File: config.mk
export PLATFORM = sky130hd
export DESIGN_NAME = rx_status_wb
export DESIGN_NICKNAME = d
export VERILOG_FILES = /design/src/rtl/rx_wb_pkg.sv /design/src/rtl/rx_wb_fmt.sv /design/src/rtl/rx_wb_track.sv /design/src/rtl/rx_status_wb.sv
export SDC_FILE = /design/constraint.sdc
export NUM_CORES = 1
export LEC_CHECK = 0
export BUFFER_PORTS_ARGS = -buffer_cell sky130_fd_sc_hd__clkbuf_2
export CAP_MARGIN = 40
export CORE_MARGIN = 10
export CORE_UTILIZATION = 40
export DETAILED_ROUTE_END_ITERATION = 12
export HOLD_SLACK_MARGIN = 0.08
export PLACE_DENSITY = 0.58
export REMOVE_ABC_BUFFERS = 1
export SLEW_MARGIN = 40
export SYNTH_ARGS = -nofsm -noshare
export SYNTH_HDL_FRONTEND = slang
export SYNTH_SLANG_ARGS = --single-unit
File: constraint.sdc
create_clock -name clk_i -period 3.45 [get_ports clk_i]
set_input_delay 0.5175 -clock clk_i [delete_from_list [all_inputs] [get_ports clk_i]]
set_output_delay 0.5175 -clock clk_i [all_outputs]
set_load 0.01 [all_outputs]
File: src/rtl/rx_wb_pkg.sv
package rx_wb_pkg;
  localparam int unsigned WORD_W = 32;
  localparam int unsigned CNT_W  = 11;
  localparam int unsigned ERR_W  = 3;
  localparam int unsigned RSV_W  = WORD_W - 5 - CNT_W - ERR_W;

  typedef struct packed {
    logic             own;
    logic             done;
    logic             first;
    logic             last;
    logic             err_any;
    logic [CNT_W-1:0] cnt;
    logic [RSV_W-1:0] rsv;
    logic [ERR_W-1:0] err;
  } stat_word_t;

  typedef enum logic [1:0] {
    ST_IDLE = 2'd0,
    ST_ONE  = 2'd1,
    ST_TWO  = 2'd2
  } wb_state_e;
endpackage

File: src/rtl/rx_wb_fmt.sv
module rx_wb_fmt
  import rx_wb_pkg::*;
(
  input  logic             fin_i,
  input  logic             opens_i,
  input  logic [CNT_W-1:0] cnt_i,
  input  logic [ERR_W-1:0] err_i,
  output stat_word_t       word_o
);
  always_comb begin
    word_o         = '0;
    word_o.own     = 1'b0;
    word_o.done    = fin_i;
    word_o.first   = fin_i | opens_i;
    word_o.last    = fin_i;
    word_o.err_any = fin_i & (|err_i);
    word_o.cnt     = fin_i ? cnt_i : '0;
    word_o.err     = fin_i ? err_i : '0;
  end
endmodule

File: src/rtl/rx_wb_track.sv
module rx_wb_track #(
  parameter int unsigned ADDR_W = 32
) (
  input  logic              clk_i,
  input  logic              rst_ni,
  input  logic              take_full_i,
  input  logic              take_end_i,
  input  logic [ADDR_W-1:0] addr_i,
  output logic              open_o,
  output logic [ADDR_W-1:0] first_addr_o
);
  always_ff @(posedge clk_i or negedge rst_ni) begin
    if (!rst_ni) begin
      open_o       <= 1'b0;
      first_addr_o <= '0;
    end else if (take_end_i) begin
      open_o <= 1'b0;
    end else if (take_full_i && !open_o) begin
      open_o       <= 1'b1;
      first_addr_o <= addr_i;
    end
  end
endmodule

File: src/rtl/rx_status_wb.sv
module rx_status_wb
  import rx_wb_pkg::*;
#(
  parameter int unsigned ADDR_W = 32
) (
  input  logic              clk_i,
  input  logic              rst_ni,
  input  logic              ev_valid_i,
  output logic              ev_ready_o,
  input  logic              ev_buf_full_i,
  input  logic              ev_end_i,
  input  logic [10:0]       ev_count_i,
  input  logic [2:0]        ev_err_i,
  input  logic [ADDR_W-1:0] desc_addr_i,
  output logic              mem_req_o,
  output logic [ADDR_W-1:0] mem_addr_o,
  output logic [31:0]       mem_data_o,
  input  logic              mem_ready_i
);
  wb_state_e         state_q;
  logic [ADDR_W-1:0] wr_addr_q, nxt_addr_q, first_addr;
  stat_word_t        wr_word_q, new_word;
  logic              open_frame, take, take_end, take_full;

  assign ev_ready_o = (state_q == ST_IDLE);
  assign take       = ev_valid_i & ev_ready_o;
  assign take_end   = take & ev_end_i;
  assign take_full  = take & ev_buf_full_i & ~ev_end_i;

  rx_wb_track #(.ADDR_W(ADDR_W)) u_track (
    .clk_i       (clk_i),
    .rst_ni      (rst_ni),
    .take_full_i (take_full),
    .take_end_i  (take_end),
    .addr_i      (desc_addr_i),
    .open_o      (open_frame),
    .first_addr_o(first_addr)
  );

  rx_wb_fmt u_fmt (
    .fin_i  (ev_end_i),
    .opens_i(~open_frame),
    .cnt_i  (ev_count_i),
    .err_i  (ev_err_i),
    .word_o (new_word)
  );

  always_ff @(posedge clk_i or negedge rst_ni) begin
    if (!rst_ni) begin
      state_q    <= ST_IDLE;
      wr_addr_q  <= '0;
      nxt_addr_q <= '0;
      wr_word_q  <= '0;
    end else begin
      unique case (state_q)
        ST_IDLE: begin
          if (take_end || take_full) wr_word_q <= new_word;
          if (take_end && open_frame) begin
            wr_addr_q  <= first_addr;
            nxt_addr_q <= desc_addr_i;
            state_q    <= ST_TWO;
          end else if (take_end || take_full) begin
            wr_addr_q <= desc_addr_i;
            state_q   <= ST_ONE;
          end
        end
        ST_TWO: if (mem_ready_i) begin
          wr_addr_q <= nxt_addr_q;
          state_q   <= ST_ONE;
        end
        ST_ONE: if (mem_ready_i) state_q <= ST_IDLE;
        default: state_q <= ST_IDLE;
      endcase
    end
  end

  assign mem_req_o  = (state_q != ST_IDLE);
  assign mem_addr_o = wr_addr_q;
  assign mem_data_o = wr_word_q;
endmodule

=== After elaboration in Yosys (flattened, before gate mapping) ===
Cells that the tools add are included.

* Logic and storage cells: 51
* Bits in registers: 116
* Input bits: 52

* Muxes and demuxes: 13
* Bitwise gates (word level): 9
* Eq/ne operators: 5
* Reduce and logical (&&, ||, !) cells: 14

{| class="wikitable"
|+ Operator list
! operator !! count
|-
| 32-bit two-way mux || 3
|-
| 32-bit one-hot mux with 2 select lines || 1
|-
| 11-bit two-way mux || 1
|-
| 2-bit two-way mux || 4
|-
| 2-bit one-hot mux with 3 select lines || 1
|-
| 2-bit AND reduction || 3
|-
| 3-bit AND reduction || 2
|-
| 2-bit nonzero test || 3
|-
| 1-bit bitwise AND || 5
|-
| 2-bit inequality test (second input constant) || 2
|-
| 3-bit two-way mux || 1
|-
| 3-bit by 1-bit inequality test with 1-bit output (second input constant) || 1
|-
| 1-bit NOT || 3
|-
| 3-bit OR reduction || 1
|-
| 2-bit by 1-bit equality test with 1-bit output (second input constant) || 1
|-
| 2-bit equality test (second input constant) || 1
|-
| 1-bit logical AND || 2
|-
| 2-bit zero test || 1
|-
| 1-bit two-way mux || 2
|-
| 1-bit zero test || 1
|-
| 1-bit logical OR || 1
|-
| 1-bit OR || 1
|}

=== Depth between registers and ports, before layout ===
Gate-level depths: netlist of the first run.

* Depth after elaboration: 8
* Depth in mapped cells: 7

=== Cells and area by module ===
A second synthesis of the first run with hierarchy kept.

* Cells, all modules: 512
* Area total of the unflattened synthesis: 6069.6 sq um

{| class="wikitable"
|+ Modules (own cells, without submodules)
! module !! instances !! area an instance (sq um) !! cells each
|-
| rx_status_wb || 1 || 4571.9 || 407
|-
| rx_wb_track || 1 || 1246.2 || 71
|-
| rx_wb_fmt || 1 || 251.5 || 34
|}

=== Least setup slack after synthesis of the first run ===
No wires, ideal clock.

* Kind: input port to flip-flop
* Start: input ev_valid_i
* End: register nxt_addr_q[0]
* Library setup time: 0.127 ns
* Setup slack: 1.677 ns
* Stages: 6
* Data arrival time: 1.646 ns
* Cell sequence: nor3b_2 -> and2_1 -> buf_4 -> nand2_2 -> buf_6 -> mux2_1

* Cells in the longest elaborated chain, start to end: 4

{| class="wikitable"
|+ RTL lines
! element !! line !! text
|-
| start, declared || rx_status_wb.sv:8 || <nowiki>input logic ev_valid_i,</nowiki>
|-
| 1-bit bitwise AND || rx_status_wb.sv:26 || <nowiki>assign take = ev_valid_i & ev_ready_o;</nowiki>
|-
| 1-bit bitwise AND || rx_status_wb.sv:27 || <nowiki>assign take_end = take & ev_end_i;</nowiki>
|-
| 1-bit logical AND || rx_status_wb.sv:58 || <nowiki>if (take_end && open_frame) begin</nowiki>
|-
| 2-bit AND reduction (no line) || -- ||
|-
| end signal, assigned || rx_status_wb.sv:60 || <nowiki>nxt_addr_q <= desc_addr_i;</nowiki>
|-
| end, declared || rx_status_wb.sv:21 || <nowiki>logic [ADDR_W-1:0] wr_addr_q, nxt_addr_q, first_addr;</nowiki>
|}

Every way passes these cells.
A chain may end at the register's enable or synchronous reset.

=== Final worst setup path of the first run ===
* Start: register state_q[1]
* End: register wr_addr_q[5], in the netlist mem_addr_o[5]

* Cells in the longest elaborated chain, start to end: 7

{| class="wikitable"
|+ RTL lines
! element !! line !! text
|-
| start, declared || rx_status_wb.sv:20 || <nowiki>wb_state_e state_q;</nowiki>
|-
| start signal, assigned || rx_status_wb.sv:50 || <nowiki>state_q <= ST_IDLE;</nowiki>
|-
| start signal, assigned || rx_status_wb.sv:61 || <nowiki>state_q <= ST_TWO;</nowiki>
|-
| start signal, assigned || rx_status_wb.sv:64 || <nowiki>state_q <= ST_ONE;</nowiki>
|-
| 2-bit zero test || rx_status_wb.sv:25, rx_status_wb.sv:55 ||
|-
| 1-bit bitwise AND || rx_status_wb.sv:26 ||
|-
| 1-bit bitwise AND (2 in series) || rx_status_wb.sv:28 || <nowiki>assign take_full = take & ev_buf_full_i & ~ev_end_i;</nowiki>
|-
| 1-bit logical OR || rx_status_wb.sv:62 || <nowiki>end else if (take_end || take_full) begin</nowiki>
|-
| 3-bit by 1-bit inequality test with 1-bit output (no line) || -- ||
|-
| 3-bit AND reduction (no line) || -- ||
|-
| end signal, assigned || rx_status_wb.sv:59 || <nowiki>wr_addr_q <= first_addr;</nowiki>
|-
| end signal, assigned || rx_status_wb.sv:63 || <nowiki>wr_addr_q <= desc_addr_i;</nowiki>
|-
| end signal, assigned || rx_status_wb.sv:68 || <nowiki>wr_addr_q <= nxt_addr_q;</nowiki>
|-
| end, declared || rx_status_wb.sv:21 ||
|}

Parallel ways exist; a longest one is shown, timed or not.

==> flow_summary.yaml, run 1 <==
timing:
  tns_ns: 0
  worst_clock_skew_ns: 0.00453
  rsz0062_at_grt: "false"
  final.min_clock_period_ns: 2.28
  hold_viol: 0
  worst_slew_pin_slew_ns: 0.719
  period_share_pct: 66.0
  drv_slew: 0
  setup_viol: 0
  slew-limit-headroom_pct: 51.9
  max_freq_ghz: 0.439
run_status:
  outcome: "finished clean"
route:
  drt_drc_violations_left: 0
  num_vias: 3960
  antenna_left: 0
  viasPerCell: 5.28
  drt_iter0_drc: 293
  wl_mm: 13.5
  wl_per_cell_um: 17.9
  firstDrtPassIters: 4
setup_path:
  cp-start-kind: "register"
  cp-end-kind: "register"
  crit_arrival_ns: 2.62
  crit_path_frequent_cell: "o21ai_0"
  crit_fanout: 37
  worst_path_max_delay_cell: "nor2b_4"
  crit_type: "register to register"
  crit_required_ns: 3.79
  critPathMaxStageDelay_ns: 0.70
  crit_chain: "buf_4 > nor2b_4 > buf_12 > o21ai_0 > o21ai_0 > a32o_1"
global_routing:
  overflow: 0
  grt_max_degree: 71
  grt_pass1_wl_mm: 22.1
  grt_pass1_vias: 4337
  antenna_found_initial: 0
  track_usage_pct: 15.2
die:
  core_mm2: 0.0127
  num_io_pins: 118
  rows: 41
  die_h_um: 135
  die_w_um: 135
  dieArea_mm2: 0.0181
  initial_utilization_pct: 41.2
hold_path:
  hp-class: "input pin to async pin"
yosys:
  synth.distinct_cells: 27
  synth.most_common_cell: "dfrtp_1"
  synth.top_cells.by_count: "116 x dfrtp_1, 66 x o21ai_0, 36 x nor2_1"
  synth.area.top_cells: "dfrtp_1 55%, mux2_2 7.5%, o21ai_0 6.3%, mux2_1 6.2%, a32o_1 6.1%"
  synthCells: 472
  yosys_most_used_dff: "dfrtp_1"
  syn_area_mm2: 0.00525
  postSynth.asyncResetShare_pct: 100
  ys_ff_latch: 116
  synth_edf_count: 0
  ys_warn_count: 0
  synth_top_area_share_pct: 55.3
  yosysTopAreaCell: "dfrtp_1"
  avgSynthCellArea_um2: 11.1
  yosysSeqAreaShare_pct: 55.3
placement:
  dpl.hpwl_mm: 8.51
  place_congestion: 0.740
  place_inst: 718
  portBuffers: 103
clock_network:
  h-tree-depth: 4
  cts_resized: 0
  cts_tree: "yes"
  clock_sinks: 116
  ctsRootBufferMaster: "clkbuf_16"
  clock_path_buffers: 2
  cts_buffers: 17
  clock_latency_ns: 0.41
  cts_setup_buffers: 0
  ctsHoldBuffers: 0
  path_clk_slew_ns: 0.05
power_and_ir_drop:
  power.density_mw_per_mm2: 935
  peakVddDrop_v: 0.000421
  power_leakage_uw: 0.00308
final_layout:
  final_cells: 750
  layout.nets: 617
  drive_gt1_share_pct: 32.0
  num_antenna_cells: 0
  area_growth_pct: 22.6
flow_run:
  maxCapViolations: 0
[routing by layer]
layer	vias to the layer above	GRT usage (%)	part of all wire, %
met2	128	23.7	45
met3	13	7.27	9.1
met5	-	0	0
li1	1839	-	-
met1	1980	18.5	45
met4	0	4.17	0.99
[stage by stage]
| step | setup WS [ns] | cell area, µm² | hold slack (ns) | power [µW] | util [%] |
|---|---|---|---|---|---|
| 3_5_place_dp | 0.962 | 5870 | 0.466 | 4430 | 46.1 |
| 2_1_floorplan | 0.0676 | 5010 | 0.222 | 3610 | - |
| 6_report | 1.17 | 6430 | 0.124 | 6020 | 50.6 |
| 3_3_place_gp | 1.05 | 5870 | 0.458 | 4330 | 46.1 |
| 5_1_grt | 0.989 | 6430 | 0.152 | 6470 | 50.6 |
| 4_1_cts | 1.16 | 6430 | 0.136 | 6100 | 50.6 |
[flip-flops by register name, summed over array words and instances, names as in the netlist]
register and flops:
nxt_addr_q 32, u_track.open_o 1, u_track.first_addr_o 32, state_q 2, mem_data_o 17, mem_addr_o 32
[power breakdown]
| part | switching, µW | total [µW] | leakage, µW | internal [µW] |
|---|---|---|---|---|
| registers | 361 | 2390 | 0.00142 | 2030 |
| clock network | 589 | 1640 | 0.000281 | 1050 |
| logic | 1060 | 1980 | 0.00137 | 927 |
| total | 2010 | 6020 | 0.00308 | 4010 |
[placed cells by master (no fill, tap or decap)]
master        n
dfrtp_1     115
clkbuf_2    102
o21ai_0      66
nor2_1       36
mux2_2       35
inv_1        33
a21oi_1      33
a32o_1       32
mux2_1       29
clkbuf_16    17
conb_1       14
a22o_1       12
nand2_1       9
buf_4         9
clkinv_2      7
nand2b_1      4
clkbuf_8      4
nand3_1       2
clkinvlp_4    2
buf_12        2
nor3b_2       1
and2_1        1
nand2_2       1
o21ai_1       1
nand3_2       1
nand4b_1      1
nor2b_4       1
o21ai_4       1
nor2b_1       1
a21o_1        1
o311ai_0      1
a221o_1       1
clkbuf_1      1
bufinv_16     1
dfrtp_2       1
[worst max-delay path, delay by kind of cell (launching register included)]
family                 cells  cell delay (ns)
AO/OA/AOI/OAI              3             0.41
flip-flops                 1             0.38
AND/OR/NAND/NOR            1             0.70
buffers and inverters      2             0.71
[worst paths after layout]
check,from,end,slack (ns),cells past startpoint
min,rst_ni,u_track.first_addr_o[28]$_DFFE_PN0P_,0.12,1
max reg2reg,state_q[1]$_DFFE_PN0P_,mem_addr_o[5]$_DFFE_PN0P_,1.17,6
min in group clk_i,ev_count_i[0],mem_data_o[16]$_DFFE_PN0P_,0.33,2
max in group asynchronous,rst_ni,nxt_addr_q[21]$_DFFE_PN0P_,2.53,2
min reg2reg,mem_data_o[26]$_DFFE_PN0P_,mem_data_o[26]$_DFFE_PN0P_,0.48,2
max,state_q[1]$_DFFE_PN0P_,mem_addr_o[5]$_DFFE_PN0P_,1.17,6
[layout make-up]
class | instances | area [µm²]
repair buffers | 113 | 618
well taps | 172 | 215
clock buffers | 22 | 484
inverters | 33 | 124
multi-input cells | 284 | 2010
clock inverters | 10 | 80.1
fillers | 1187 | 6290
flip-flops and latches | 116 | 2900
[logic make-up (layout without fill, tap and decap cells)]
kind of cell / count (synthesis) / in the layout / synth area share (%)
multiplexers: 64 / 64 / 13.7
buffers and inverters: 85 / 178 / 7.77
AND/OR/NAND/NOR: 58 / 58 / 4.86
flip-flops: 116 / 116 / 55.3
AO/OA/AOI/OAI: 148 / 148 / 18.2
other: 1 / 14 / 0.0715
No activity file was read; power rests on OpenSTA's default activity.
==> inputs of run 2 (changes only) <==
--- a/config.mk
+++ b/config.mk
@@ -11,7 +11,7 @@
 export CORE_UTILIZATION = 40
 export DETAILED_ROUTE_END_ITERATION = 12
 export HOLD_SLACK_MARGIN = 0.08
-export PLACE_DENSITY = 0.58
+export PLACE_DENSITY = 0.6
 export REMOVE_ABC_BUFFERS = 1
 export SLEW_MARGIN = 40
 export SYNTH_ARGS = -nofsm -noshare
==> constraint.sdc (replaced) <==
create_clock -name clk_i -period 2 [get_ports clk_i]
set_input_delay 0.3 -clock clk_i [delete_from_list [all_inputs] [get_ports clk_i]]
set_output_delay 0.3 -clock clk_i [all_outputs]
set_load 0.01 [all_outputs]
==> flow_summary.yaml, run 2 (synthesis gave the netlist of run 1 again) <==
route:
  firstDrtPassIters: 5
  drt_iter0_drc: 250
  antenna_left: 0
  dr_wl_met2_mm: 6.23
  met1_length_mm: 5.86
  num_vias: 3982
  wl_mm: 13.5
  routed.top_layer: "met4"
  dr_wl_met3_mm: 1.26
  drt_drc_violations_left: 0
  wl_per_cell_um: 17.8
  viasPerCell: 5.26
die:
  core_mm2: 0.0127
  die_w_um: 135
  dieArea_mm2: 0.0181
  initial_utilization_pct: 41.2
  die_h_um: 135
  num_io_pins: 118
  rows: 41
clock_network:
  h-tree-depth: 4
  clock_latency_ns: 0.41
  path_clk_slew_ns: 0.05
  ctsRootBufferMaster: "clkbuf_16"
  cts_buffers: 17
  cts_tree: "yes"
  cts_setup_buffers: 0
  clock_path_buffers: 2
  clock_sinks: 116
global_routing:
  grt_pass1_wl_mm: 22.1
  track_usage_pct: 15.3
  grt_pass1_vias: 4323
  overflow: 0
  grt_max_degree: 65
  antenna_found_initial: 0
setup_path:
  crit_start: "state_q[1]$_DFFE_PN0P_"
  reg2reg_slack_ns: 0.33
  cp-start-kind: "register"
  crit_type: "register to output port"
  cp-end-kind: "output port"
  r2r_end: "nxt_addr_q[0]$_DFFE_PN0P_"
  reg2reg_depth: 5
  timing.rr.start: "state_q[0]$_DFFE_PN0P_"
  crit_required_ns: 1.70
  crit_arrival_ns: 1.54
  crit_fanout: 24
hold_path:
  hp-class: "input pin to register"
  holdPathStages: 3
  hold_start: "ev_count_i[10]"
  worstHoldEndpoint: "mem_data_o[26]$_DFFE_PN0P_"
final_layout:
  layout_common_cells: "115 x dfrtp_1, 102 x clkbuf_2, 66 x o21ai_0"
  final_common_cell: "dfrtp_1"
  num_antenna_cells: 0
  drive_gt1_share_pct: 31.8
  layout.nets: 626
  area_growth_pct: 24.0
  final_cells: 757
  fin_util_pct: 51.1
  final_area_mm2: 0.00651
timing:
  worst_clock_skew_ns: 0.00774
  slew-limit-headroom_pct: 65.4
  rsz0062_at_grt: "false"
  max_freq_ghz: 0.544
  period_share_pct: 91.9
  drv_slew: 0
  hold_viol: 0
  worst_slew_pin_slew_ns: 0.519
  final.min_clock_period_ns: 1.84
  setup_viol: 0
placement:
  place_congestion: 0.718
  place_inst: 726
  dpl.hpwl_mm: 8.81
  portBuffers: 103
  place_area_mm2: 0.00598
power_and_ir_drop:
  peakVddDrop_v: 0.000628
  power_leakage_uw: 0.00311
  power.density_mw_per_mm2: 1590
run_status:
  outcome: "finished clean"
flow_run:
  maxCapViolations: 0
==> run 2: worst max-delay path by stage <==
stage | endpoint | slack [ns] | cells past startpoint
after detailed placement | nxt_addr_q[27]$_DFFE_PN0P_ | 0.35 | 5
after CTS | mem_req_o | 0.06 | 5
after floorplan | mem_addr_o[0]$_DFFE_PN0P_ | -1.38 | 4
final | mem_req_o | 0.16 | 5
after global routing | mem_req_o | 0.05 | 5
after global placement | mem_addr_o[3]$_DFFE_PN0P_ | 0.39 | 6
==> run 2: repair_timing <==
action / in CTS / in global routing
setup endpoints to repair: 0 / 1
hold buffers: 1 / 0
endpoints found under the hold margin: 29 / 0
resized for setup: 0 / 1
==> run 2: area by class of cell <==
type | count | area, µm²
Clock inverter | 6 | 57.6
Sequential cell | 116 | 2900
Fill cell | 1169 | 6220
Clock buffer | 24 | 452
Timing Repair Buffer | 122 | 742
Inverter | 33 | 124
Tap cell | 172 | 215
Multi-Input combinational cell | 284 | 2010
==> run 2: stage by stage <==
step / total power (µW) / TNS (ns) / worst slack, ns / hold slack (ns)
6_report: 10300 / 0 / 0.163 / 0.115
5_1_grt: 11100 / 0 / 0.0505 / 0.101
4_1_cts: 10400 / 0 / 0.0610 / 0.0980
3_5_place_dp: 7730 / 0 / 0.354 / 0.283
3_3_place_gp: 7550 / 0 / 0.387 / 0.280
2_1_floorplan: 6220 / -80.08 / -1.38 / 0.00441
==> run 2: worst max-delay path, stage by stage (launching register included) <==
cell	delay (ns)
dfrtp_1	0.37
buf_4	0.22
buf_6	0.26
nor2_1	0.10
inv_1	0.06
clkbuf_2	0.12
==> run 2: routing by layer <==
layer | global-route usage [%] | vias up
met5 | 0 | -
met4 | 4.72 | 0
met3 | 7.49 | 14
met2 | 23.5 | 150
met1 | 18.5 | 1970
li1 | - | 1848
==> run 2: where the power goes <==
group | internal [µW] | leakage (µW) | switching (µW)
sequential | 3500 | 0.00142 | 646
combinational | 1690 | 0.00144 | 1840
clock | 1680 | 0.000248 | 970
==> inputs of run 3 (changes only) <==
--- a/config.mk
+++ b/config.mk
@@ -7,11 +7,13 @@
 export LEC_CHECK = 0
 export BUFFER_PORTS_ARGS = -buffer_cell sky130_fd_sc_hd__clkbuf_2
 export CAP_MARGIN = 40
+export CELL_PAD_IN_SITES_DETAIL_PLACEMENT = 0
+export CELL_PAD_IN_SITES_GLOBAL_PLACEMENT = 1
 export CORE_MARGIN = 10
-export CORE_UTILIZATION = 40
+export CORE_UTILIZATION = 38
 export DETAILED_ROUTE_END_ITERATION = 12
 export HOLD_SLACK_MARGIN = 0.08
-export PLACE_DENSITY = 0.6
+export PLACE_DENSITY = 0.72
 export REMOVE_ABC_BUFFERS = 1
 export SLEW_MARGIN = 40
 export SYNTH_ARGS = -nofsm -noshare
==> flow_summary.yaml, run 3 (synthesis gave the netlist of run 1 again) <==
run_status:
  outcome: "finished clean"
final_layout:
  fillers: 1265
  ff_latch_area_mm2: 0.00291
  layout_common_cells: "114 x dfrtp_1, 102 x clkbuf_2, 66 x o21ai_0"
  multi_input_area_mm2: 0.00201
  layout.nets: 628
  num_antenna_cells: 0
  fin_util_pct: 49.3
  drive_gt1_share_pct: 33.2
  area_growth_pct: 25.9
  final_common_cell: "dfrtp_1"
power_and_ir_drop:
  swShare_pct: 33.2
  power_leakage_uw: 0.00315
  power.density_mw_per_mm2: 1580
  seqPwrFrac_pct: 39.4
  intPower_uw: 6990
  clkPwrFrac_pct: 26.8
  switching_power_uw: 3470
  combPwrFrac_pct: 33.9
  peakVddDrop_v: 0.000784
route:
  antenna_left: 0
  num_vias: 3909
  viasPerCell: 5.12
  drt_iter0_drc: 179
  wl_per_cell_um: 17.5
  wl_mm: 13.4
  firstDrtPassIters: 4
  drt_drc_violations_left: 0
hold_path:
  hp-class: "input pin to register"
die:
  die_w_um: 138
  num_io_pins: 118
  core_mm2: 0.0134
  initial_utilization_pct: 39.2
  die_h_um: 138
  dieArea_mm2: 0.0189
  rows: 42
placement:
  dpl.hpwl_mm: 9.25
  portBuffers: 103
  place_congestion: 0.749
clock_network:
  ctsHoldBuffers: 1
  h-tree-depth: 4
  cts_setup_buffers: 0
  clock_path_buffers: 2
  cts_resized: 0
  cts_buffers: 17
  cts_tree: "yes"
  ctsRootBufferMaster: "clkbuf_16"
  clock_sinks: 116
  clock_latency_ns: 0.41
  path_clk_slew_ns: 0.05
timing:
  period_share_pct: 88.3
  worst_slew_pin_slew_ns: 0.530
  setup_viol: 0
  rsz0062_at_grt: "false"
  max_freq_ghz: 0.566
  drv_slew: 0
  worst_clock_skew_ns: 0.00519
  slew-limit-headroom_pct: 64.7
  whs_ns: 0.112
  final.min_clock_period_ns: 1.77
  hold_viol: 0
setup_path:
  cp_top_family: "compound AO/OA/AOI/OAI gates"
  crit_arrival_ns: 2.06
  cp.buffers_inverters: 2
  crit_required_ns: 2.30
  crit_chain: "buf_4 > nor2b_4 > buf_4 > o21ai_0 > o21ai_0 > a32o_1"
  worst_path_max_delay_cell: "dfrtp_2"
  cp-end-kind: "register"
  cp-start-kind: "register"
  reg2reg_slack_ns: 0.23
  critPathMaxStageDelay_ns: 0.41
  crit_fanout: 30
  crit_type: "register to register"
global_routing:
  grt_pass1_vias: 4219
  grt_pass1_wl_mm: 21.8
  grt_max_degree: 45
  track_usage_pct: 14.7
  antenna_found_initial: 0
  overflow: 0
flow_run:
  maxCapViolations: 0
run 3: changes by cell type in the layout (fill, tap and decap cells not counted):
cell        previous run  this run
buf_6                  1         0
clkinvlp_4             1         4
dfrtp_2                1         2
buf_12                 6         9
clkbuf_1               7         2
dfrtp_1              115       114
clkbuf_8               0         3
run 3: layout make-up:
cell class	instances	share of cell area [%]
sequential	116	44.0
tap	176	3.33
inverter	33	1.88
timing repair buffer	124	12.0
clock inverter	9	1.21
multi-input combinational	284	30.5
clock buffer	22	7.18
run 3: metal layers:
layer | up-vias | global-route usage (%) | part of all wire (%)
met5 | - | 0 | 0
met4 | 0 | 5.44 | 1.4
met3 | 17 | 5.90 | 8.3
met2 | 109 | 23.7 | 48
met1 | 1935 | 17.4 | 42
li1 | 1848 | - | -
run 3: stage by stage:
stage	instance area [µm²]	power [µW]	TNS (ns)	instances	setup WS [ns]
floorplan	5010	6220	-80.08	433	-1.38
global placement	6040	7600	0	732	0.285
detailed placement	6040	7760	0	732	0.230
CTS	6610	10600	0	764	0.221
global route	6610	11200	0	764	0.125
finish	6610	10500	0	764	0.234
run 3: path summary, 6_finish.rpt:
path                                                  from                          to  cells past startpoint
worst min-delay path                         ev_count_i[3]  mem_data_o[19]$_DFFE_PN0P_                      2
worst max register to register      state_q[1]$_DFFE_PN0P_   mem_addr_o[8]$_DFFE_PN0P_                      6
worst max-delay path                state_q[1]$_DFFE_PN0P_   mem_addr_o[8]$_DFFE_PN0P_                      6
worst min register to register  mem_data_o[27]$_DFFE_PN0P_  mem_data_o[27]$_DFFE_PN0P_                      2
min in group asynchronous                           rst_ni  nxt_addr_q[17]$_DFFE_PN0P_                      2
max in group asynchronous                           rst_ni   mem_addr_o[4]$_DFFE_PN0P_                      3
run 3: power groups by stage:
stage / logic (µW) / clock network [µW] / registers, µW
after detailed placement: 3610 / 0 / 4150
after floorplan: 1900 / 0 / 4320
after global routing: 3970 / 2990 / 4270
final: 3540 / 2800 / 4120
after CTS: 3620 / 2870 / 4130
after global placement: 3500 / 0 / 4110
